===== config.mk =====
export PLATFORM = sky130hd
export DESIGN_NAME = acc_alu_core
export DESIGN_NICKNAME = d
export VERILOG_FILES = /design/src/rtl/acc_alu_pkg.sv /design/src/rtl/acc_alu_addsub.sv /design/src/rtl/acc_alu_shift.sv /design/src/rtl/acc_alu_logic.sv /design/src/rtl/acc_alu_core.sv
export SDC_FILE = /design/constraint.sdc
export NUM_CORES = 1
export LEC_CHECK = 0
export ABC_AREA = 1
export BUFFER_PORTS_ARGS = -buffer_cell sky130_fd_sc_hd__buf_4
export CAP_MARGIN = 10
export CORE_MARGIN = 1
export CORE_UTILIZATION = 40
export DETAILED_ROUTE_END_ITERATION = 6
export RECOVER_POWER = 25
export SYNTH_ARGS = -nofsm -noshare
export SYNTH_HDL_FRONTEND = slang
export SYNTH_SLANG_ARGS = --single-unit

===== constraint.sdc =====
create_clock -name clk -period 0.8 [get_ports clk]
set_input_delay 0.08 -clock clk [delete_from_list [all_inputs] [get_ports clk]]
set_output_delay 0.08 -clock clk [all_outputs]
set_load 0.01 [all_outputs]

===== src/rtl/acc_alu_pkg.sv =====
package acc_alu_pkg;

   typedef enum logic [3:0] {
      OP_ADD  = 4'd0,
      OP_SUB  = 4'd1,
      OP_AND  = 4'd2,
      OP_OR   = 4'd3,
      OP_XOR  = 4'd4,
      OP_SHL  = 4'd5,
      OP_SHR  = 4'd6,
      OP_ROL  = 4'd7,
      OP_ROR  = 4'd8,
      OP_CMP  = 4'd9,
      OP_BITT = 4'd10
   } alu_op_e;

   localparam int NFLAGS = 4;
   localparam int FL_C   = 0;
   localparam int FL_Z   = 1;
   localparam int FL_V   = 2;
   localparam int FL_N   = 3;

   localparam logic [NFLAGS-1:0] MASK_ARITH = 4'b1111;
   localparam logic [NFLAGS-1:0] MASK_LOGIC = 4'b1010;
   localparam logic [NFLAGS-1:0] MASK_SHIFT = 4'b1011;
   localparam logic [NFLAGS-1:0] MASK_BITT  = 4'b1110;

endpackage


===== src/rtl/acc_alu_addsub.sv =====
module acc_alu_addsub #(
   parameter int WIDTH = 8
) (
   input  logic [WIDTH-1:0] a,
   input  logic [WIDTH-1:0] b,
   input  logic             cin,
   input  logic             sub,
   output logic [WIDTH-1:0] sum,
   output logic             cout,
   output logic             ovf
);
   localparam int MSB = WIDTH - 1;

   logic [WIDTH-1:0] b_eff;
   logic [WIDTH:0]   total;

   // Subtraction adds the inverted operand; carry in then acts as "no borrow".
   assign b_eff = sub ? ~b : b;
   assign total = {1'b0, a} + {1'b0, b_eff} + {{WIDTH{1'b0}}, cin};
   assign sum   = total[MSB:0];
   assign cout  = total[WIDTH];
   assign ovf   = (a[MSB] == b_eff[MSB]) && (sum[MSB] != a[MSB]);
endmodule


===== src/rtl/acc_alu_shift.sv =====
module acc_alu_shift #(
   parameter int WIDTH = 8
) (
   input  logic [WIDTH-1:0] a,
   input  logic             cin,
   input  logic             right,
   input  logic             rotate,
   output logic [WIDTH-1:0] y,
   output logic             cout
);
   logic fill;

   always_comb begin
      fill = rotate ? cin : 1'b0;
      if (right) begin
         y    = {fill, a[WIDTH-1:1]};
         cout = a[0];
      end else begin
         y    = {a[WIDTH-2:0], fill};
         cout = a[WIDTH-1];
      end
   end
endmodule


===== src/rtl/acc_alu_logic.sv =====
module acc_alu_logic #(
   parameter int WIDTH = 8
) (
   input  logic [WIDTH-1:0] a,
   input  logic [WIDTH-1:0] b,
   input  logic [1:0]       kind,
   output logic [WIDTH-1:0] y
);
   always_comb begin
      case (kind)
         2'd1:    y = a | b;
         2'd2:    y = a ^ b;
         default: y = a & b;
      endcase
   end
endmodule


===== src/rtl/acc_alu_core.sv =====
module acc_alu_core
   import acc_alu_pkg::*;
#(
   parameter int WIDTH   = 8,
   parameter bit REG_OUT = 1'b1
) (
   input  logic                clk,
   input  logic                rst_n,
   input  logic [3:0]          op_sel,
   input  logic [WIDTH-1:0]    reg_opnd,
   input  logic [WIDTH-1:0]    mem_opnd,
   input  logic [NFLAGS-1:0]   flags_in,
   output logic [WIDTH-1:0]    result,
   output logic                result_wr,
   output logic [NFLAGS-1:0]   flags_out,
   output logic [NFLAGS-1:0]   flag_wr
);
   localparam int MSB = WIDTH - 1;

   if (WIDTH < 2) begin : g_bad_width
      $error("acc_alu_core: WIDTH must be at least 2");
   end

   logic [WIDTH-1:0]  as_sum, sh_y, lg_y;
   logic              as_cout, as_ovf, sh_cout;
   logic              as_sub, as_cin, is_cmp;
   logic [1:0]        lg_kind;
   logic [WIDTH-1:0]  res_c;
   logic              rwr_c;
   logic [NFLAGS-1:0] fl_c, mask_c;

   // One adder serves add, subtract and compare.
   assign is_cmp  = (op_sel == OP_CMP);
   assign as_sub  = (op_sel == OP_SUB) || is_cmp;
   assign as_cin  = is_cmp ? 1'b1 : flags_in[FL_C];
   assign lg_kind = (op_sel == OP_OR)  ? 2'd1 :
                    (op_sel == OP_XOR) ? 2'd2 : 2'd0;

   acc_alu_addsub #(.WIDTH(WIDTH)) addsub_i (
      .a(reg_opnd), .b(mem_opnd), .cin(as_cin), .sub(as_sub),
      .sum(as_sum), .cout(as_cout), .ovf(as_ovf)
   );

   acc_alu_shift #(.WIDTH(WIDTH)) shift_i (
      .a(reg_opnd), .cin(flags_in[FL_C]),
      .right((op_sel == OP_SHR) || (op_sel == OP_ROR)),
      .rotate((op_sel == OP_ROL) || (op_sel == OP_ROR)),
      .y(sh_y), .cout(sh_cout)
   );

   acc_alu_logic #(.WIDTH(WIDTH)) logic_i (
      .a(reg_opnd), .b(mem_opnd), .kind(lg_kind), .y(lg_y)
   );

   always_comb begin
      res_c  = reg_opnd;
      fl_c   = flags_in;
      mask_c = '0;
      rwr_c  = 1'b0;
      case (op_sel)
         OP_ADD, OP_SUB: begin
            res_c      = as_sum;
            fl_c[FL_C] = as_cout;
            fl_c[FL_V] = as_ovf;
            mask_c     = MASK_ARITH;
            rwr_c      = 1'b1;
         end
         OP_AND, OP_OR, OP_XOR: begin
            res_c  = lg_y;
            mask_c = MASK_LOGIC;
            rwr_c  = 1'b1;
         end
         OP_SHL, OP_SHR, OP_ROL, OP_ROR: begin
            res_c      = sh_y;
            fl_c[FL_C] = sh_cout;
            mask_c     = MASK_SHIFT;
            rwr_c      = 1'b1;
         end
         OP_CMP: begin
            fl_c[FL_C] = as_cout;
            fl_c[FL_Z] = (as_sum == '0);
            fl_c[FL_N] = as_sum[MSB];
            mask_c     = MASK_SHIFT;
         end
         OP_BITT: begin
            fl_c[FL_N] = mem_opnd[MSB];
            fl_c[FL_V] = mem_opnd[MSB-1];
            fl_c[FL_Z] = ((reg_opnd & mem_opnd) == '0);
            mask_c     = MASK_BITT;
         end
         default: ;
      endcase
      if (rwr_c) begin
         fl_c[FL_Z] = (res_c == '0);
         fl_c[FL_N] = res_c[MSB];
      end
   end

   if (REG_OUT) begin : g_reg
      always_ff @(posedge clk or negedge rst_n) begin
         if (!rst_n) begin
            result    <= '0;
            result_wr <= 1'b0;
            flags_out <= '0;
            flag_wr   <= '0;
         end else begin
            result    <= res_c;
            result_wr <= rwr_c;
            flags_out <= fl_c;
            flag_wr   <= mask_c;
         end
      end
   end else begin : g_comb
      assign result    = res_c;
      assign result_wr = rwr_c;
      assign flags_out = fl_c;
      assign flag_wr   = mask_c;
   end
endmodule


# ---- Word level (Yosys, flattened, before mapping)
# Index checks and enable logic that the tools add are counted.
dict set report word_totals {
  in_bits 26
  register_bits 17
}
dict set report op_classes {
  eq_ne 14
  muxes 17
  n_bitwise 4
  reduce_logical 14
  addsub 2
}
# cell count
set ops {}
lappend ops {{8-bit logical NOT} 3}
lappend ops {{8-bit case mux with 3 select lines} 1}
lappend ops {{4-bit by 3-bit equality test with 1-bit output, second input constant} 4}
lappend ops {{8-bit 2-to-1 mux} 2}
lappend ops {{4-bit case mux with 4 select lines} 1}
lappend ops {{8-bit case mux with 2 select lines} 1}
lappend ops {{4-bit equality test, second input constant} 3}
lappend ops {{8-bit by 8-bit adder with 9-bit output} 1}
lappend ops {{9-bit by 1-bit adder with 9-bit output} 1}
lappend ops {{9-bit OR reduction} 1}
lappend ops {{8-bit bitwise AND} 1}
lappend ops {{4-bit by 2-bit equality test with 1-bit output, second input constant} 2}
lappend ops {{8-bit NOT} 1}
lappend ops {{8-bit bitwise OR} 1}
lappend ops {{1-bit case mux with 2 select lines} 4}
lappend ops {{8-bit bitwise XOR} 1}
lappend ops {{1-bit 2-to-1 mux} 6}
lappend ops {{3-bit OR reduction} 2}
lappend ops {{5-bit OR reduction} 1}
lappend ops {{4-bit by 1-bit equality test with 1-bit output, second input constant} 1}
lappend ops {{4-bit logical NOT} 1}
lappend ops {{2-bit 2-to-1 mux} 2}
lappend ops {{4-bit OR reduction} 1}
lappend ops {{1-bit logical OR} 3}
lappend ops {{other kinds (6)} 6}

# ---- Depth between registers and ports, before layout
# Gate-level depths: netlist (run 1).
dict set report depth {
  depth_word 8
  depth_mapped 18
  mapped_depth_nobuf 18
}

# ---- Cells and area by module
# Synthesis (run 1) repeated with hierarchy kept, for this count alone.
dict set report unflattened {
  hier_cells 360
  hier_area_um2 2175.8
}
# module area_per_inst_um2 instances cells_each
set modules_own_cells {}
lappend modules_own_cells {acc_alu_core 1058.5 1 163}
lappend modules_own_cells {acc_alu_logic 533.0 1 96}
lappend modules_own_cells {acc_alu_addsub 460.4 1 72}
lappend modules_own_cells {acc_alu_shift 123.9 1 29}

# ---- Worst setup path after synthesis (run 1)
# No wires, ideal clock.
dict set report synth_path {
  path_kind {in2reg}
  startpoint {in op_sel[2]}
  endpoint {reg flags_out[1]}
  n_path_buf 0
  slack_ns -1.567
  path_stages 16
  setup_time_ns 0.065
  arrival_time_ns 2.302
  path_cell_list {inv_2 nand3_1 xor2_1 fa_1 fa_1 inv_1 nand3_1 nand2_1 nand2_1 nand2_1 nand2_1 nand3_1 nand4_1 nor2_1 nand3_1 nand2_1}
}
dict set report synth_via {
  elab_chain_cells 8
  elab_cells_between_ends 35
  cone_classes {add/sub: 2; eq/ne: 12; mux: 11; reduce/logical: 10}
}
# item line
set synth_rtl {}
lappend synth_rtl {{start: declaration} acc_alu_core.sv:9} ;# input logic [3:0] op_sel,
lappend synth_rtl {{4-bit by 1-bit equality test with 1-bit output (tied with other cells)} {acc_alu_core.sv:34, acc_alu_core.sv:60}}
lappend synth_rtl {{1-bit logical OR or 2-bit 2-to-1 mux (tied branches)} {acc_alu_core.sv:34, acc_alu_core.sv:37}}
lappend synth_rtl {{8-bit 2-to-1 mux or 2-bit 2-to-1 mux (tied branches)} {acc_alu_addsub.sv:18, acc_alu_core.sv:36}}
lappend synth_rtl {{8-bit by 8-bit adder with 9-bit output (tied with other cells)} acc_alu_addsub.sv:19} ;# assign total = {1'b0, a} + {1'b0, b_eff} + {{WIDTH{1'b0}}, cin};
lappend synth_rtl {{9-bit by 1-bit adder with 9-bit output or 8-bit case mux with 2 select lines (tied branches)} {acc_alu_addsub.sv:19, acc_alu_logic.sv:10}}
lappend synth_rtl {{8-bit case mux with 3 select lines *} acc_alu_core.sv:60} ;# case (op_sel)
lappend synth_rtl {{named net res_c[6]} acc_alu_core.sv:28} ;# logic [WIDTH-1:0] res_c;
lappend synth_rtl {{8-bit logical NOT *} acc_alu_core.sv:94} ;# fl_c[FL_Z] = (res_c == '0);
lappend synth_rtl {{1-bit 2-to-1 mux *} acc_alu_core.sv:93} ;# if (rwr_c) begin
lappend synth_rtl {{named net fl_c[1]} acc_alu_core.sv:30} ;# logic [NFLAGS-1:0] fl_c, mask_c;
lappend synth_rtl {{end signal: assignment} acc_alu_core.sv:109} ;# flags_out <= fl_c;
lappend synth_rtl {{end: declaration} acc_alu_core.sv:15} ;# output logic [NFLAGS-1:0] flags_out,
# The timed path passes the listed nets; every way through them passes the cells marked *.

# ---- Final worst setup path (run 1)
dict set report layout_path {
  startpoint {in op_sel[2]}
  endpoint {reg result[6]}
}
dict set report layout_via {
  elab_chain_cells 6
  elab_cells_between_ends 26
  cone_classes {add/sub: 2; eq/ne: 11; mux: 7; reduce/logical: 6}
}
# item line
set layout_rtl {}
lappend layout_rtl {{4-bit by 1-bit equality test with 1-bit output (tied with other cells)} {acc_alu_core.sv:34, acc_alu_core.sv:60}}
lappend layout_rtl {{1-bit logical OR or 2-bit 2-to-1 mux (tied branches)} {acc_alu_core.sv:34, acc_alu_core.sv:37}}
lappend layout_rtl {{8-bit 2-to-1 mux or 2-bit 2-to-1 mux (tied branches)} {acc_alu_addsub.sv:18, acc_alu_core.sv:36}}
lappend layout_rtl {{8-bit by 8-bit adder with 9-bit output (tied with other cells)} acc_alu_addsub.sv:19}
lappend layout_rtl {{9-bit by 1-bit adder with 9-bit output or 8-bit case mux with 2 select lines (tied branches)} {acc_alu_addsub.sv:19, acc_alu_logic.sv:10}}
lappend layout_rtl {{8-bit case mux with 3 select lines *} acc_alu_core.sv:60}
lappend layout_rtl {{named net res_c[6]} acc_alu_core.sv:28}
lappend layout_rtl {{end signal: assignment} acc_alu_core.sv:107} ;# result <= res_c;
lappend layout_rtl {{end: declaration} acc_alu_core.sv:13} ;# output logic [WIDTH-1:0] result,
# Marks and branches as above.

==> results of run 1 <==
per-layer routing:
layer  share of wire, %  track usage (%)
met3                3.2             1.24
met2                 49             45.3
met5                  0                0
met4                2.1             9.37
met1                 45             33.6
placed cells by master, fill, tap and decap left out, drive strengths merged:
| cell | count |
|---|---|
| a21oi | 7 |
| buf | 135 |
| clkbuf | 5 |
| dfrtp | 16 |
| dlygate4sd3 | 1 |
| fa | 2 |
| ha | 23 |
| inv | 60 |
| nand2 | 103 |
| nand3 | 48 |
| nand3b | 2 |
| nand4 | 4 |
| nor2 | 18 |
| nor3 | 1 |
| nor3b | 1 |
| nor4 | 2 |
| o211ai | 3 |
| o21ai | 9 |
| o22ai | 1 |
| or2 | 2 |
| xnor2 | 1 |
| xor2 | 9 |
through the flow:
step / util, % / setup slack (ns) / setup TNS [ns]
2_1_floorplan: - / -1.17 / -10.64
3_3_place_gp: 64.9 / -1.38 / -15.93
3_5_place_dp: 64.9 / -1.44 / -16.23
4_1_cts: 71.7 / -1.16 / -12.14
5_1_grt: 73.9 / -1.30 / -13.29
6_report: 73.9 / -1.16 / -11.73
how the worst max path moves through the flow:
stage	slack, ns	startpoint	endpoint	cells past startpoint
floorplan	-1.17	op_sel[2]	flags_out[1]$_DFF_PN0_	13
global placement	-1.38	op_sel[2]	flags_out[1]$_DFF_PN0_	14
detailed placement	-1.44	op_sel[2]	flags_out[1]$_DFF_PN0_	17
CTS	-1.16	op_sel[1]	flags_out[1]$_DFF_PN0_	17
global route	-1.30	op_sel[2]	flags_out[1]$_DFF_PN0_	18
finish	-1.16	op_sel[2]	result[6]$_DFF_PN0_	17
tightest hold or removal path: stages:
cell and delay (ns):
sky130_fd_sc_hd__buf_4 0.08, sky130_fd_sc_hd__nand3_1 0.06, sky130_fd_sc_hd__o211ai_1 0.10
report_power, final:
part           internal, mW  total (mW)  switching [mW]
combinational          1.09        2.15            1.06
clock                 0.436       0.686           0.250
sequential            0.899       0.941          0.0416
total                  2.43        3.78            1.35
flip-flops by register name (all words and copies together), names as in the netlist:
| signal | count |
|---|---|
| result_wr | 1 |
| flag_wr | 3 |
| result | 8 |
| flags_out | 4 |
final cells by class:
type	count	area [µm²]
multi-input combinational	236	1550
clock buffer	4	55.1
tap	67	83.8
sequential	16	400
timing repair buffer	137	1170
fill	411	1240
inverter	60	256
cell families after synthesis:
group           after synthesis  synth area share, %
xor+xnor                     10                 4.38
flops                        16                 20.0
compound gates               20                 5.64
simple gates                181                 41.1
fa+ha+maj                    25                 16.4
buf+inv                      63                 12.4
timing repair:
action	in CTS	in global routing
pin swaps	27	26
endpoints found under the setup margin	31	32
hold buffers	1	0
endpoints found under the hold margin	16	0
gates cloned	0	0
buffers inserted	10	5
resized for setup	61	36
==> flow_results.xml, run 1 <==
<?xml version="1.0" encoding="UTF-8"?>
<metrics>
  <group name="yosys">
    <metric name="yosysSeqAreaShare" unit="%">20.0</metric>
    <metric name="synth_cells" unit="">315</metric>
    <metric name="post-synth-top-count-cell" unit="">sky130_fd_sc_hd__nand2_1</metric>
    <metric name="share_of_flip_flops_with_an_asynchronous_set_or_reset_after_synthesis" unit="%">100</metric>
    <metric name="number_of_flops_mapped_to_enable_cells_by_yosys" unit="">0</metric>
    <metric name="synth.yosys.warnings" unit="">0</metric>
    <metric name="synth_top_cells_by_count" unit="">sky130_fd_sc_hd__nand2_1, sky130_fd_sc_hd__inv_1, sky130_fd_sc_hd__nand3_1</metric>
    <metric name="netlist_top_cells_area" unit="">sky130_fd_sc_hd__dfrtp_1, sky130_fd_sc_hd__nand2_1, sky130_fd_sc_hd__ha_1</metric>
    <metric name="yosys_most_used_dff" unit="">sky130_fd_sc_hd__dfrtp_1</metric>
    <metric name="post_synth_num_cell_types" unit="">29</metric>
    <metric name="synth_area_per_cell" unit="µm²">6.34</metric>
    <metric name="netlist.area_leader.share" unit="%">20.0</metric>
    <metric name="synthDominantAreaCellType" unit="">sky130_fd_sc_hd__dfrtp_1</metric>
    <metric name="postSynthRegisterBits" unit="">16</metric>
    <metric name="net_count_synth" unit="">366</metric>
    <metric name="mappedNetlistArea" unit="µm²">2000</metric>
  </group>
  <group name="clocking">
    <metric name="cts.reportedPaths.clkPinSlew" unit="ns">0.06</metric>
    <metric name="clock_tree.htree_level_count" unit="">1</metric>
    <metric name="clock_sink_count" unit="">16</metric>
    <metric name="cts_tree" unit="">yes</metric>
    <metric name="cts.path.max_buffers" unit="">2</metric>
    <metric name="number_of_buffers_created_by_cts" unit="">3</metric>
    <metric name="clockRootBuffer" unit="">sky130_fd_sc_hd__clkbuf_8</metric>
  </group>
  <group name="pwr">
    <metric name="fin_total_pwr" unit="mW">3.78</metric>
    <metric name="vdd.ir_drop.worst" unit="µV">694</metric>
    <metric name="p_leak" unit="nW">1.95</metric>
    <metric name="cellPowerDensity" unit="nW/µm²">1070</metric>
  </group>
  <group name="route">
    <metric name="antenna_violating_nets_post_route" unit="">0</metric>
    <metric name="dr_pass1_iterations" unit="">4</metric>
    <metric name="vias_per_cell" unit="">4.73</metric>
    <metric name="drt_drc_violations_left" unit="">0</metric>
    <metric name="wire_per_inst" unit="µm">12.8</metric>
    <metric name="drt-initial-drc-count" unit="">108</metric>
    <metric name="drt-total-wl" unit="mm">6.64</metric>
    <metric name="routed-via-count" unit="">2461</metric>
  </group>
  <group name="grt">
    <metric name="groute.usage.overall" unit="%">25.8</metric>
    <metric name="grt.overflow.total" unit="">0</metric>
    <metric name="grt_pass1_wl" unit="mm">10.5</metric>
    <metric name="grt_antenna_before_repair" unit="">0</metric>
    <metric name="first_global_vias" unit="">2368</metric>
    <metric name="pin_count_of_the_biggest_net_entering_global_routing" unit="">17</metric>
  </group>
  <group name="setup_path">
    <metric name="critical-path-slowest-cell" unit="">sky130_fd_sc_hd__fa_2</metric>
    <metric name="crit_fanout" unit="">5</metric>
    <metric name="critical_path.most_common_cell" unit="">sky130_fd_sc_hd__nand2_2</metric>
    <metric name="critical_path.endpoint_type" unit="">register</metric>
    <metric name="critPathLaunchType" unit="">primary input</metric>
    <metric name="worst_path_cell_trace" unit="">buf_8 &gt; nor2_4 &gt; nand3_2 &gt; inv_2 &gt; nor2_2 &gt; fa_2 &gt; fa_2 &gt; inv_2 &gt; nand3_2 &gt; nand2_2 &gt; nand2_2 &gt; nand2_2 &gt; nand2_2 &gt; nand3_2 &gt; nand4_1 &gt; buf_4 &gt; buf_4</metric>
    <metric name="critical_path_arrival" unit="ns">2.10</metric>
    <metric name="critPathBufInv" unit="">5</metric>
    <metric name="crit_type" unit="">primary input to register</metric>
    <metric name="worstPathRequired" unit="ns">0.94</metric>
    <metric name="path_delay_family" unit="">simple AND/OR/NAND/NOR gates</metric>
    <metric name="slowest_delay" unit="ns">0.37</metric>
  </group>
  <group name="timing">
    <metric name="rsz0062_at_grt" unit="">yes</metric>
    <metric name="timing_max_transition_violations_final" unit="">0</metric>
    <metric name="maxClockFrequency" unit="MHz">509</metric>
    <metric name="hold_violations" unit="">0</metric>
    <metric name="worst_slew_margin_rel" unit="%">75.7</metric>
    <metric name="post_layout_worst_setup_margin" unit="ns">-1.16</metric>
    <metric name="tightestPinTransition" unit="ns">0.364</metric>
    <metric name="period_needed" unit="ns">1.96</metric>
    <metric name="worst_hold_slack" unit="ns">0.117</metric>
    <metric name="final-setup-viol-count" unit="">30</metric>
    <metric name="min_period_over_period" unit="%">245</metric>
  </group>
  <group name="finish">
    <metric name="post_route_cells_drive_above_1_share" unit="%">46.8</metric>
    <metric name="final_area" unit="µm²">3510</metric>
    <metric name="n_antenna_cell" unit="">0</metric>
    <metric name="final_nets" unit="">505</metric>
    <metric name="syn2layout_area_growth" unit="%">75.9</metric>
    <metric name="final_cell_count_no_fill" unit="">520</metric>
  </group>
  <group name="placed_design">
    <metric name="io_buffer_count" unit="">42</metric>
    <metric name="gp_congestion" unit="">0.915</metric>
    <metric name="detailedPlacementHpwl" unit="mm">5.33</metric>
    <metric name="dpl.cell_count" unit="">506</metric>
    <metric name="detailed_place.area" unit="µm²">3080</metric>
  </group>
  <group name="hold_path">
    <metric name="beginning_of_the_worst_hold_path" unit="">flags_in[2]</metric>
    <metric name="worstHoldPathType" unit="">primary input to register</metric>
    <metric name="hold_end" unit="">flags_out[2]$_DFF_PN0_</metric>
    <metric name="holdPathStages" unit="">3</metric>
  </group>
  <group name="outcome">
    <metric name="violations_in_the_final_reports" unit="">negative setup slack</metric>
    <metric name="status" unit="">complete, but fails checks</metric>
  </group>
  <group name="die">
    <metric name="rows" unit="">25</metric>
    <metric name="floorplan.die_area" unit="µm²">5280</metric>
    <metric name="io_pins" unit="">43</metric>
    <metric name="floorplan.core_area" unit="µm²">4750</metric>
    <metric name="die_h" unit="µm">72.7</metric>
    <metric name="die_x" unit="µm">72.7</metric>
    <metric name="floorplan.initialDensity" unit="%">42.0</metric>
  </group>
  <group name="flow_run">
    <metric name="drv_cap" unit="">0</metric>
  </group>
</metrics>
(Power assumes the default switching activity.)
==> run 2: changes to the inputs <==
CELL_PAD_IN_SITES_DETAIL_PLACEMENT = 0   (was default)
CELL_PAD_IN_SITES_GLOBAL_PLACEMENT = 1   (was default)
CORE_UTILIZATION = 34   (was 40)
PLACE_DENSITY_LB_ADDON = 0.1   (was default)
==> run 2 against run 1 <==
  * The run still ends with negative setup slack left
  * Global-route usage fell by 1.4 points
  * Clock power is 2% lower
  * Sequential share of layout area down 0.14 points
  * Critical endpoint is now flags_out[1]$_DFF_PN0_
  * Count of clock-buffer cells in the layout unchanged
  * Sequential cell count stayed put
  * Critical path type unchanged
  * Worst setup slack better by 0.050 ns
  * Largest power group unchanged
  * Cell count grew 2.3%
  * First-iteration DRC count increased by 49%
  * Via count rose by 1.0%
  * Maximum frequency rose by 2.6%
  * Routed wire length grew 6.1%
  * Sequential power about the same
==> flow_results.xml, run 2 (synthesis gave the netlist of run 1 again) <==
<?xml version="1.0" encoding="UTF-8"?>
<metrics>
  <group name="timing">
    <metric name="worst_slew_margin_rel" unit="%">76.3</metric>
    <metric name="period_needed" unit="ns">1.91</metric>
    <metric name="rsz0062_at_grt" unit="">yes</metric>
    <metric name="final-setup-viol-count" unit="">30</metric>
    <metric name="tightestPinTransition" unit="ns">0.355</metric>
    <metric name="hold_violations" unit="">0</metric>
    <metric name="post_layout_worst_setup_margin" unit="ns">-1.11</metric>
    <metric name="maxClockFrequency" unit="MHz">523</metric>
    <metric name="timing_max_transition_violations_final" unit="">0</metric>
    <metric name="min_period_over_period" unit="%">239</metric>
  </group>
  <group name="pwr">
    <metric name="p_clk_share" unit="%">17.7</metric>
    <metric name="internal_power" unit="mW">2.46</metric>
    <metric name="power_frac_seq" unit="%">24.6</metric>
    <metric name="power.share.combinational" unit="%">57.7</metric>
    <metric name="cellPowerDensity" unit="nW/µm²">1070</metric>
    <metric name="p_leak" unit="nW">1.98</metric>
    <metric name="power.switching" unit="mW">1.35</metric>
    <metric name="switching_share" unit="%">35.5</metric>
    <metric name="vdd.ir_drop.worst" unit="µV">1240</metric>
  </group>
  <group name="setup_path">
    <metric name="critPathCapture" unit="">flags_out[1]$_DFF_PN0_</metric>
    <metric name="startpoint" unit="">op_sel[1]</metric>
    <metric name="worstPathRequired" unit="ns">0.98</metric>
    <metric name="critPathLaunchType" unit="">primary input</metric>
    <metric name="crit_fanout" unit="">4</metric>
    <metric name="critical_path.endpoint_type" unit="">register</metric>
    <metric name="critical_path_arrival" unit="ns">2.10</metric>
    <metric name="crit_type" unit="">primary input to register</metric>
  </group>
  <group name="die">
    <metric name="rows" unit="">27</metric>
    <metric name="floorplan.initialDensity" unit="%">35.8</metric>
    <metric name="die_h" unit="µm">78.7</metric>
    <metric name="die_x" unit="µm">78.7</metric>
    <metric name="floorplan.core_area" unit="µm²">5570</metric>
    <metric name="io_pins" unit="">43</metric>
    <metric name="floorplan.die_area" unit="µm²">6190</metric>
  </group>
  <group name="placed_design">
    <metric name="placement.setup.worst_slack" unit="ns">-1.45</metric>
    <metric name="detailed_place.area" unit="µm²">3120</metric>
    <metric name="io_buffer_count" unit="">42</metric>
    <metric name="detailedPlacementHpwl" unit="mm">5.91</metric>
    <metric name="dpl.cell_count" unit="">515</metric>
    <metric name="gp_congestion" unit="">0.883</metric>
  </group>
  <group name="route">
    <metric name="dr_pass1_iterations" unit="">5</metric>
    <metric name="vias_per_cell" unit="">4.67</metric>
    <metric name="drt_drc_violations_left" unit="">0</metric>
    <metric name="routed-via-count" unit="">2486</metric>
    <metric name="wire_per_inst" unit="µm">13.2</metric>
    <metric name="antenna_violating_nets_post_route" unit="">0</metric>
    <metric name="drt-initial-drc-count" unit="">161</metric>
    <metric name="drt-total-wl" unit="mm">7.04</metric>
  </group>
  <group name="outcome">
    <metric name="violations_in_the_final_reports" unit="">negative setup slack</metric>
    <metric name="status" unit="">complete, but fails checks</metric>
  </group>
  <group name="grt">
    <metric name="groute.usage.overall" unit="%">24.5</metric>
    <metric name="pin_count_of_the_biggest_net_entering_global_routing" unit="">17</metric>
    <metric name="grt.overflow.total" unit="">0</metric>
    <metric name="grt_pass1_wl" unit="mm">11.6</metric>
    <metric name="first_global_vias" unit="">2450</metric>
    <metric name="grt_antenna_before_repair" unit="">0</metric>
  </group>
  <group name="clocking">
    <metric name="clock_tree.htree_level_count" unit="">1</metric>
    <metric name="cts.reportedPaths.clkPinSlew" unit="ns">0.06</metric>
    <metric name="cts_tree" unit="">yes</metric>
    <metric name="cts.path.max_buffers" unit="">2</metric>
    <metric name="clockRootBuffer" unit="">sky130_fd_sc_hd__clkbuf_8</metric>
    <metric name="number_of_buffers_created_by_cts" unit="">3</metric>
    <metric name="clock_sink_count" unit="">16</metric>
  </group>
  <group name="finish">
    <metric name="final_cell_count_no_fill" unit="">532</metric>
    <metric name="final_area" unit="µm²">3560</metric>
    <metric name="syn2layout_area_growth" unit="%">78.1</metric>
    <metric name="final_core_utilization" unit="%">63.8</metric>
    <metric name="nFillCells" unit="">549</metric>
    <metric name="final_nets" unit="">512</metric>
    <metric name="max_flop_register" unit="">result</metric>
    <metric name="reg.largest.list" unit="">result x8, flags_out x4, flag_wr x3</metric>
    <metric name="largest_register_ff_count" unit="">8</metric>
    <metric name="n_antenna_cell" unit="">0</metric>
    <metric name="layout_commonest_cell" unit="">sky130_fd_sc_hd__buf_4</metric>
    <metric name="most-common-layout-cells" unit="">sky130_fd_sc_hd__buf_4, sky130_fd_sc_hd__nand2_1, sky130_fd_sc_hd__inv_1, sky130_fd_sc_hd__nand3_1</metric>
    <metric name="post_route_cells_drive_above_1_share" unit="%">47.6</metric>
  </group>
  <group name="hold_path">
    <metric name="worstHoldPathType" unit="">primary input to register</metric>
    <metric name="holdPathStages" unit="">3</metric>
  </group>
  <group name="flow_run">
    <metric name="drv_cap" unit="">0</metric>
  </group>
</metrics>
run 2: cell count changes in the layout (fill, tap and decap cells not counted), sizes merged:
cell	before	now
buf	135	142
run 2: critical path, cell delays in order:
cell and delay [ns]:
sky130_fd_sc_hd__buf_8 0.11, sky130_fd_sc_hd__inv_8 0.05, sky130_fd_sc_hd__nand3_4 0.09, sky130_fd_sc_hd__xor2_2 0.16, sky130_fd_sc_hd__fa_2 0.41, sky130_fd_sc_hd__fa_2 0.37, sky130_fd_sc_hd__inv_2 0.06, sky130_fd_sc_hd__nand3_2 0.07
sky130_fd_sc_hd__nand2_2 0.08, sky130_fd_sc_hd__nand2_2 0.06, sky130_fd_sc_hd__nand2_2 0.07, sky130_fd_sc_hd__nand2_4 0.06, sky130_fd_sc_hd__nand3_2 0.05, sky130_fd_sc_hd__nand4_1 0.12, sky130_fd_sc_hd__nor2_1 0.12, sky130_fd_sc_hd__nand3_1 0.08
sky130_fd_sc_hd__nand2_1 0.06
run 2: metal layers:
layer / vias to the layer above / track usage, % / wire (µm)
met5: - / 0 / 0
met4: 0 / 5.74 / 103
met3: 8 / 0.698 / 243
met2: 78 / 42.9 / 3440
met1: 1121 / 32.9 / 3250
li1: 1279 / - / -
run 2: area by class of cell:
cell class	instances	area (µm²)	share of cell area, %
clock buffer	4	55.1	1.55
inverter	60	251	7.07
tap	72	90.1	2.53
timing repair buffer	144	1190	33.6
sequential	16	400	11.3
multi-input combinational	236	1570	44.0
run 2: how the worst min path moves through the flow:
stage / endpoint / slack (ns) / from
after global placement: result[0]$_DFF_PN0_ / -0.06 / rst_n
after detailed placement: result_wr$_DFF_PN0_ / -0.06 / rst_n
after CTS: flags_out[2]$_DFF_PN0_ / 0.10 / flags_in[2]
after global routing: flags_out[2]$_DFF_PN0_ / 0.14 / flags_in[2]
after floorplan: flag_wr[0]$_DFF_PN0_ / -0.22 / rst_n
final: flags_out[2]$_DFF_PN0_ / 0.1 / flags_in[2]
run 2: metrics by stage:
stage	hold WS [ns]	total power, mW	setup TNS, ns
after floorplan	-0.216	1.78	-10.64
after global placement	-0.0608	2.73	-16.21
after detailed placement	-0.0600	2.75	-16.51
after CTS	0.100	3.74	-12.30
after global routing	0.136	4.09	-13.36
final	0.0999	3.81	-11.72
run 2: timing repair:
action | CTS | global route
endpoints found under the setup margin | 31 | 32
setup buffers | 14 | 3
pin swaps | 42 | 19
gates resized for setup | 77 | 15
hold buffers | 1 | 0
hold endpoints to repair | 16 | 0
run 2: power groups by stage:
stage                     sequential, mW  combinational [mW]  clock, mW
final                              0.939                2.20      0.674
after global routing               0.946                2.41      0.733
after CTS                          0.941                2.11      0.693
after detailed placement           0.937                1.81          0
after global placement             0.935                1.80          0
after floorplan                    0.986               0.798          0
